--- src/rtl/status_rd_pkg.sv ---
package status_rd_pkg;

    localparam int HDR_BITS = 3;

    typedef enum logic [1:0] {
        FR_IDLE   = 2'd0,
        FR_SHIFT  = 2'd1,
        FR_IGNORE = 2'd2
    } frame_state_e;

    typedef struct packed {
        logic io2;
        logic io1;
        logic lock;
    } hdr_t;

    function automatic hdr_t make_hdr(input logic [1:0] io, input logic lk);
        hdr_t h;
        h.io2  = io[1];
        h.io1  = io[0];
        h.lock = lk;
        return h;
    endfunction

endpackage

--- src/rtl/serial_sync.sv ---
module serial_sync #(
    parameter int STAGES = 2,
    parameter int N      = 2
) (
    input  logic         clk,
    input  logic         rst,
    input  logic [N-1:0] raw,
    output logic [N-1:0] lvl,
    output logic [N-1:0] prv
);

    for (genvar g = 0; g < N; g++) begin : g_ch
        logic [STAGES-1:0] chain;
        logic              last;

        always_ff @(posedge clk) begin
            if (rst) begin
                chain <= '0;
                last  <= 1'b0;
            end else begin
                chain <= {chain[STAGES-2:0], raw[g]};
                last  <= chain[STAGES-1];
            end
        end

        assign lvl[g] = chain[STAGES-1];
        assign prv[g] = last;
    end

endmodule

--- src/rtl/gated_counter.sv ---
module gated_counter #(
    parameter int W = 20
) (
    input  logic         clk,
    input  logic         rst,
    input  logic         gate_en,
    input  logic         pulse,
    output logic [W-1:0] cnt
);

    localparam logic [W-1:0] CNT_MAX = {W{1'b1}};

    logic gate_q;
    logic gate_open;

    assign gate_open = gate_en & ~gate_q;

    always_ff @(posedge clk) begin
        if (rst) begin
            gate_q <= 1'b0;
            cnt    <= '0;
        end else begin
            gate_q <= gate_en;
            if (gate_open) begin
                cnt <= W'(pulse);
            end else if (gate_en && pulse && (cnt != CNT_MAX)) begin
                cnt <= cnt + 1'b1;
            end
        end
    end

endmodule

--- src/rtl/status_shifter.sv ---
module status_shifter
    import status_rd_pkg::*;
#(
    parameter  int CNT_W  = 20,
    localparam int WORD_W = CNT_W + HDR_BITS,
    localparam int PTR_W  = $clog2(WORD_W + 1)
) (
    input  logic              clk,
    input  logic              rst,
    input  logic              ce_lvl,
    input  logic              ce_prv,
    input  logic              sck_lvl,
    input  logic              sck_prv,
    input  logic              readout_sel,
    input  logic [1:0]        io_level,
    input  logic              lock_ok,
    input  logic [CNT_W-1:0]  cnt,
    output logic              sdo,
    output logic              sdo_oe,
    output logic [WORD_W-1:0] snap,
    output logic [PTR_W-1:0]  ptr
);

    localparam logic [PTR_W-1:0] PTR_END = PTR_W'(WORD_W);

    frame_state_e      state;
    logic              ce_rise;
    logic              sck_fall;
    logic [WORD_W-1:0] shifted;

    assign ce_rise  = ce_lvl & ~ce_prv;
    assign sck_fall = ~sck_lvl & sck_prv;

    always_ff @(posedge clk) begin
        if (rst) begin
            state <= FR_IDLE;
            ptr   <= '0;
            snap  <= '0;
        end else begin
            case (state)
                FR_IDLE: begin
                    if (ce_rise) begin
                        ptr <= '0;
                        if (readout_sel) begin
                            state <= FR_SHIFT;
                            snap  <= {make_hdr(io_level, lock_ok), cnt};
                        end else begin
                            state <= FR_IGNORE;
                        end
                    end
                end
                FR_SHIFT: begin
                    if (!ce_lvl) begin
                        state <= FR_IDLE;
                        ptr   <= '0;
                    end else if (sck_fall && (ptr != PTR_END)) begin
                        ptr <= ptr + 1'b1;
                    end
                end
                FR_IGNORE: begin
                    if (!ce_lvl) state <= FR_IDLE;
                end
                default: state <= FR_IDLE;
            endcase
        end
    end

    assign shifted = snap << ptr;
    assign sdo_oe  = (state == FR_SHIFT);
    assign sdo     = sdo_oe && (ptr != PTR_END) ? shifted[WORD_W-1] : 1'b0;

endmodule

--- src/rtl/status_shift_readout.sv ---
module status_shift_readout
    import status_rd_pkg::*;
#(
    parameter  int CNT_W       = 20,
    parameter  int SYNC_STAGES = 2,
    localparam int WORD_W      = CNT_W + HDR_BITS,
    localparam int PTR_W       = $clog2(WORD_W + 1)
) (
    input  logic       clk,
    input  logic       rst,
    input  logic       host_sel,
    input  logic       host_sclk,
    input  logic       readout_sel,
    input  logic [1:0] io_level,
    input  logic       lock_ok,
    input  logic       gate_en,
    input  logic       meas_pulse,
    output logic       sdo,
    output logic       sdo_oe
);

    logic [1:0]        sync_lvl;
    logic [1:0]        sync_prv;
    logic [CNT_W-1:0]  cnt_w;
    logic [WORD_W-1:0] snap_w;
    logic [PTR_W-1:0]  ptr_w;

    serial_sync #(
        .STAGES (SYNC_STAGES),
        .N      (2)
    ) u_sync (
        .clk (clk),
        .rst (rst),
        .raw ({host_sclk, host_sel}),
        .lvl (sync_lvl),
        .prv (sync_prv)
    );

    gated_counter #(
        .W (CNT_W)
    ) u_cnt (
        .clk     (clk),
        .rst     (rst),
        .gate_en (gate_en),
        .pulse   (meas_pulse),
        .cnt     (cnt_w)
    );

    status_shifter #(
        .CNT_W (CNT_W)
    ) u_shift (
        .clk         (clk),
        .rst         (rst),
        .ce_lvl      (sync_lvl[0]),
        .ce_prv      (sync_prv[0]),
        .sck_lvl     (sync_lvl[1]),
        .sck_prv     (sync_prv[1]),
        .readout_sel (readout_sel),
        .io_level    (io_level),
        .lock_ok     (lock_ok),
        .cnt         (cnt_w),
        .sdo         (sdo),
        .sdo_oe      (sdo_oe),
        .snap        (snap_w),
        .ptr         (ptr_w)
    );

endmodule

--- config.mk ---
export PLATFORM = sky130hd
export DESIGN_NAME = status_shift_readout
export DESIGN_NICKNAME = d
export VERILOG_FILES = /design/src/rtl/status_rd_pkg.sv /design/src/rtl/serial_sync.sv /design/src/rtl/gated_counter.sv /design/src/rtl/status_shifter.sv /design/src/rtl/status_shift_readout.sv
export SDC_FILE = /design/constraint.sdc
export NUM_CORES = 1
export LEC_CHECK = 0
export BUFFER_PORTS_ARGS = -buffer_cell sky130_fd_sc_hd__buf_4
export CORE_UTILIZATION = 30
export DETAILED_ROUTE_END_ITERATION = 6
export SYNTH_ARGS = -nofsm -noshare
export SYNTH_HDL_FRONTEND = slang
export SYNTH_SLANG_ARGS = --single-unit
--- constraint.sdc ---
create_clock -name clk -period 2 [get_ports clk]
set_input_delay 0.2 -clock clk [delete_from_list [all_inputs] [get_ports clk]]
set_output_delay 0.2 -clock clk [all_outputs]
set_load 0.02 [all_outputs]
; After elaboration in Yosys (flattened, before gate mapping)
; Cells that the tools add are included.
[classes]
n_addsub = 2
eq_ne = 7
shifts = 1
n_mux = 11
bitwise_logic = 6
reduce_logical = 12
[ops]
columns = cell, count
row1 = 23-bit by 5-bit << shifter with 23-bit output, 1
row2 = "20-bit by 1-bit adder with 20-bit output, second input constant", 1
row3 = "20-bit inequality test, second input constant", 1
row4 = 5-bit 2-to-1 mux, 3
row5 = 5-bit one-hot mux with 2 select lines, 1
row6 = 2-bit 2-to-1 mux, 3
row7 = 3-bit AND reduction, 2
row8 = "5-bit by 1-bit adder with 5-bit output, second input constant", 1
row9 = "5-bit inequality test, second input constant", 1
row10 = 1-bit logical AND, 4
row11 = 2-bit one-hot mux with 2 select lines, 1
row12 = 2-bit nonzero test, 2
row13 = 2-bit OR reduction, 2
row14 = 1-bit AND, 3
row15 = 1-bit 2-to-1 mux, 3
row16 = "3-bit inequality test, second input constant", 1
row17 = 1-bit NOT, 3
row18 = "2-bit by 1-bit equality test with 1-bit output, second input constant", 1
row19 = "2-bit equality test, second input constant", 1
row20 = 2-bit zero test, 1
row21 = "2-bit by 1-bit inequality test with 1-bit output, second input constant", 1
row22 = "2-bit inequality test, second input constant", 1
row23 = 2-bit AND reduction, 1
[totals]
ff_bits = 57
out_inout_bits = 2
wordCells = 49

; Longest topological paths before layout
[logic_depth]
depth_word = 6
mapped_depth = 8
ltp_nobuf = 7

; Cells and area by module
; A second synthesis with hierarchy kept.
[hier_totals]
cells_unflattened = 315
area_unflattened_um2 = 2760.1
[modules_own_cells]
columns = module, n_inst, cells_each, area_each_um2, seq_area_each_um2
row1 = status_shifter, 1, 177, 1492.7, 600.6
row2 = gated_counter, 1, 122, 1079.8, 420.4
row3 = serial_sync, 1, 16, 187.7, 120.1

; Worst setup path before layout
; OpenSTA, ideal clock, no wires.
[synth_path]
kind = register to register
startpoint = reg u_shift.state[1]
endpoint = reg u_shift.ptr[2]
setup_ns = 0.115
t_arrival_ns = 1.560
slack_ns = 0.325
path_stages_with_launch = 8
period_less_slack_ns = 1.675
cell_sequence = dfxtp_1 inv_1 ha_1 and4bb_2 a311oi_2 a21boi_0 xnor2_1 nor2_1
[synth_via]
elab_chain_len = 3
word_cells_on_any_way = 7
[synth_rtl]
columns = element, line
row1 = "start, declared", status_shifter.sv:26  ; frame_state_e state;
row2 = "start signal, assigned", status_shifter.sv:36  ; state <= FR_IDLE;
row3 = "start signal, assigned", status_shifter.sv:45  ; state <= FR_SHIFT;
row4 = "start signal, assigned", status_shifter.sv:48  ; state <= FR_IGNORE;
row5 = 2-bit by 1-bit equality test with 1-bit output (*), -
row6 = named net sdo_oe, status_shift_readout.sv:19  ; output logic sdo_oe
row7 = 3-bit inequality test (no line) or 2-bit nonzero test (tied branches), -
row8 = 3-bit AND reduction (no line), -
row9 = "end signal, assigned", status_shifter.sv:57  ; ptr <= ptr + 1'b1;
row10 = "end, declared", status_shifter.sv:21  ; output logic [PTR_W-1:0] ptr
; The timed path passes the listed nets; every way through them passes the cells marked *.
; A chain may end at the register's enable or synchronous reset.

; Worst setup path after layout
[layout_path]
startpoint = reg u_shift.ptr[1]
endpoint = out sdo
[layout_via]
elab_chain_len = 3
word_cells_on_any_way = 4
[layout_rtl]
columns = element, line
row1 = branches (longest 2 deep; another with 23-bit by 5-bit << shifter with 23-bit output), -
row2 = 1-bit 2-to-1 mux (*), status_shifter.sv:70  ; assign sdo = sdo_oe && (ptr != PTR_END) ? shifted[WORD_W-1] : 1'b0;
row3 = "end, declared", status_shift_readout.sv:18  ; output logic sdo,
; Every way passes the cells marked *.

==> impl_metrics.ini <==
[clock_tree]
htreeDepth = 3
clock_sinks = 57
cts_tree = built
cts.clk_slew.worst_paths_ns = 0.07
cts_root_buffer = clkbuf_8
cts_inserted_buffers = 9
clkLatencyLatePin_ns = 0.33
cts_buffer_depth = 2

[logic_synthesis]
synth_area_per_cell_um2 = 8.666
synth_top_area_frac = 0.4248
synthTopCellsByArea = dfxtp_1 42%, nand2_1 8.5%, a21oi_1 6.5%
syn_nets = 324
synth_top_area_cell = dfxtp_1
ys_ff_latch = 57
synthesis.area_um2 = 2686
synth_ff_type = dfxtp_1
synth-edff-count = 0
netlist_instances = 310
ys_warn_count = 0
synth.distinct_cells = 44
synthArstFlopShare = 0
yosysSeqAreaShare = 0.4248

[setup_path]
end_kind = output pin
path_cells = mux4_2 > mux2i_2 > or4b_1 > o221ai_2 > buf_4
worst-setup-path-type = reg -> out
cp_top_family = simple AND/OR/NAND/NOR gates
reg2reg_slack_ns = 0.13
crit_buf_inv = 1
crit_path_max_fanout = 3
cp.required_ns = 1.80
crit_path_max_incr_delay_ns = 0.49
critical_path_arrival_ns = 1.85
slowest_stage = or4b_1
cp-start-kind = register

[detailed_routing]
highest_layer = met4
wl_met3_um = 218
wl_met1_um = 2924
detail-route-antenna-nets = 0
first_pass_iters = 4
dr.first_iter.drc_count = 107
drc = 0
routed-wl-met2_um = 2558
post_drt_via_cell_ratio = 4.826
vias = 2114
routed_wl_um = 5755
wl_per_cell_um = 13.14

[run_status]
outcome = finished, violations left
violations = negative setup slack

[die]
die_y_um = 96.63
die_area_um2 = 9336
fp-row-count = 34
die_w_um = 96.63
core_um2 = 8678
ios = 12
start_util = 0.3095

[timing]
tightest_slew_ns = 0.4109
setup_viol = 1
max_freq_mhz = 488.6
finalSetupTns_ns = -0.04649
finalMaxSlewViolations = 0
slew_headroom = 0.7260
rsz0062_at_grt = yes
setup_slack_ns = -0.04649
hold_violations = 0
finClkSkew_ns = 0.006386
fin_crit_sh = 1.023
fin_crit_ns = 2.046
timing.hold.ws_ns = 0.08461

[cells_and_area]
area_growth_pct = 16.91
drive_above_1_share = 0.1788
most-common-layout-cells = 61 x nand2_1, 55 x dfxtp_1, 35 x a21oi_1
final_common_cell = nand2_1
num_antenna_cells = 0
final_nets = 340

[grt]
grt_max_degree = 25
grt_overflow_total = 0
first_global_vias = 2015
grt_pass1_wl_um = 9777
antenna_found_initial = 0
track_usage = 0.1317

[run]
cap_violations = 0

[pwr]
ir_drop_uv = 347.7
power_per_cell_area_nw_per_um2 = 764.5
leakage_uw = 0.001059
p_total_uw = 2401

[placed_design]
hpwl_um = 3957
routabilityCongestion = 0.7900
io_buffer_count = 11

[hold_path]
hold_path.class = in -> reg
-- worst paths after layout --
| check | start | end | depth (start not counted) |
|---|---|---|---|
| worst max-delay path | u_shift.ptr[1]$_SDFFE_PP0P_ | sdo | 5 |
| worst min register to register | u_shift.snap[9]$_SDFFE_PP0P_ | u_shift.snap[9]$_SDFFE_PP0P_ | 2 |
| worst max register to register | u_cnt.cnt[0]$_SDFFE_PP0P_ | u_cnt.cnt[16]$_SDFFE_PP0P_ | 6 |
| worst min-delay path | host_sel | u_sync.g_ch[0].chain[0]$_SDFF_PP0_ | 2 |
-- registers in the layout, indices dropped and copies added, names as in the netlist --
signal             flops
u_shift.ptr            5
u_sync.g_ch.chain      4
u_sync.g_ch.last       2
u_cnt.cnt             20
u_shift.state          2
u_cnt.gate_q           1
u_shift.snap          23
-- cells in the mapped netlist, types with 2 or more instances --
master	count
a211oi_1	4
a21oi_1	35
a311oi_1	3
and2_1	3
and3_1	2
and3_2	2
and4_1	4
and4bb_2	2
buf_2	6
clkbuf_1	9
dfxtp_1	57
ha_1	4
inv_1	5
mux2i_1	4
mux4_2	5
nand2_1	61
nand3_1	10
nand4_1	8
nand4b_1	2
nor2_1	26
nor2b_1	10
o21ai_0	5
o221ai_1	2
or3_1	2
xnor2_1	14
xor2_1	7
-- worst register-to-register path, cell delays in order, from the launching register on --
cell and delay, ns:
dfxtp_1 0.44, ha_1 0.21, nand3_1 0.11, or2_1 0.34
nor3b_4 0.26, nand3_2 0.11, mux2_4 0.29
-- what timing repair did --
| action | 4_1_cts | 5_1_grt |
|---|---|---|
| resized for setup | 5 | 1 |
| setup endpoints to repair | 1 | 24 |
| buffers inserted | 1 | 0 |
| hold buffers | 0 | 0 |
-- cells by family after synthesis --
family                   after synthesis  synth area share
adder cells (fa/ha/maj)                4           0.01863
AO/OA/AOI/OAI                         53            0.1155
flip-flops                            57            0.4248
XOR/XNOR                              21           0.06847
buffers and inverters                 22           0.03773
AND/OR/NAND/NOR                      143            0.2725
multiplexers                          10           0.06241
-- where the power goes --
| part | internal, uW | switching, uW | leakage, uW |
|---|---|---|---|
| logic | 39.1 | 59.7 | 0.000488 |
| clock network | 689 | 459 | 0.000109 |
| registers | 1150 | 8.73 | 0.000462 |
-- metrics by stage --
stage                     setup WS, ns  utilization  cells  instance area, um^2
after floorplan                 0.3249            -    310                 2686
after global placement          0.1253       0.3352    422                 2909
after detailed placement        0.1075       0.3352    422                 2909
after CTS                     -0.07770       0.3617    438                 3139
after global routing           -0.1299       0.3619    438                 3141
final                         -0.04649       0.3619    438                 3141
-- final cells by class --
class,count,area (um^2)
fillers,904,5538
multi-input cells,231,1455
flip-flops and latches,57,1146
repair buffers,22,177.7
well taps,108,135.1
clock buffers,9,123.9
clock inverters,6,83.83
inverters,5,18.77
-- layer usage --
layer	vias to the layer above	GRT usage
met5	-	0
met4	0	0.04592
met3	7	0.04191
met2	28	0.1988
met1	968	0.1768
li1	1111	-
Note: power is estimated with default switching activity, not from simulation.
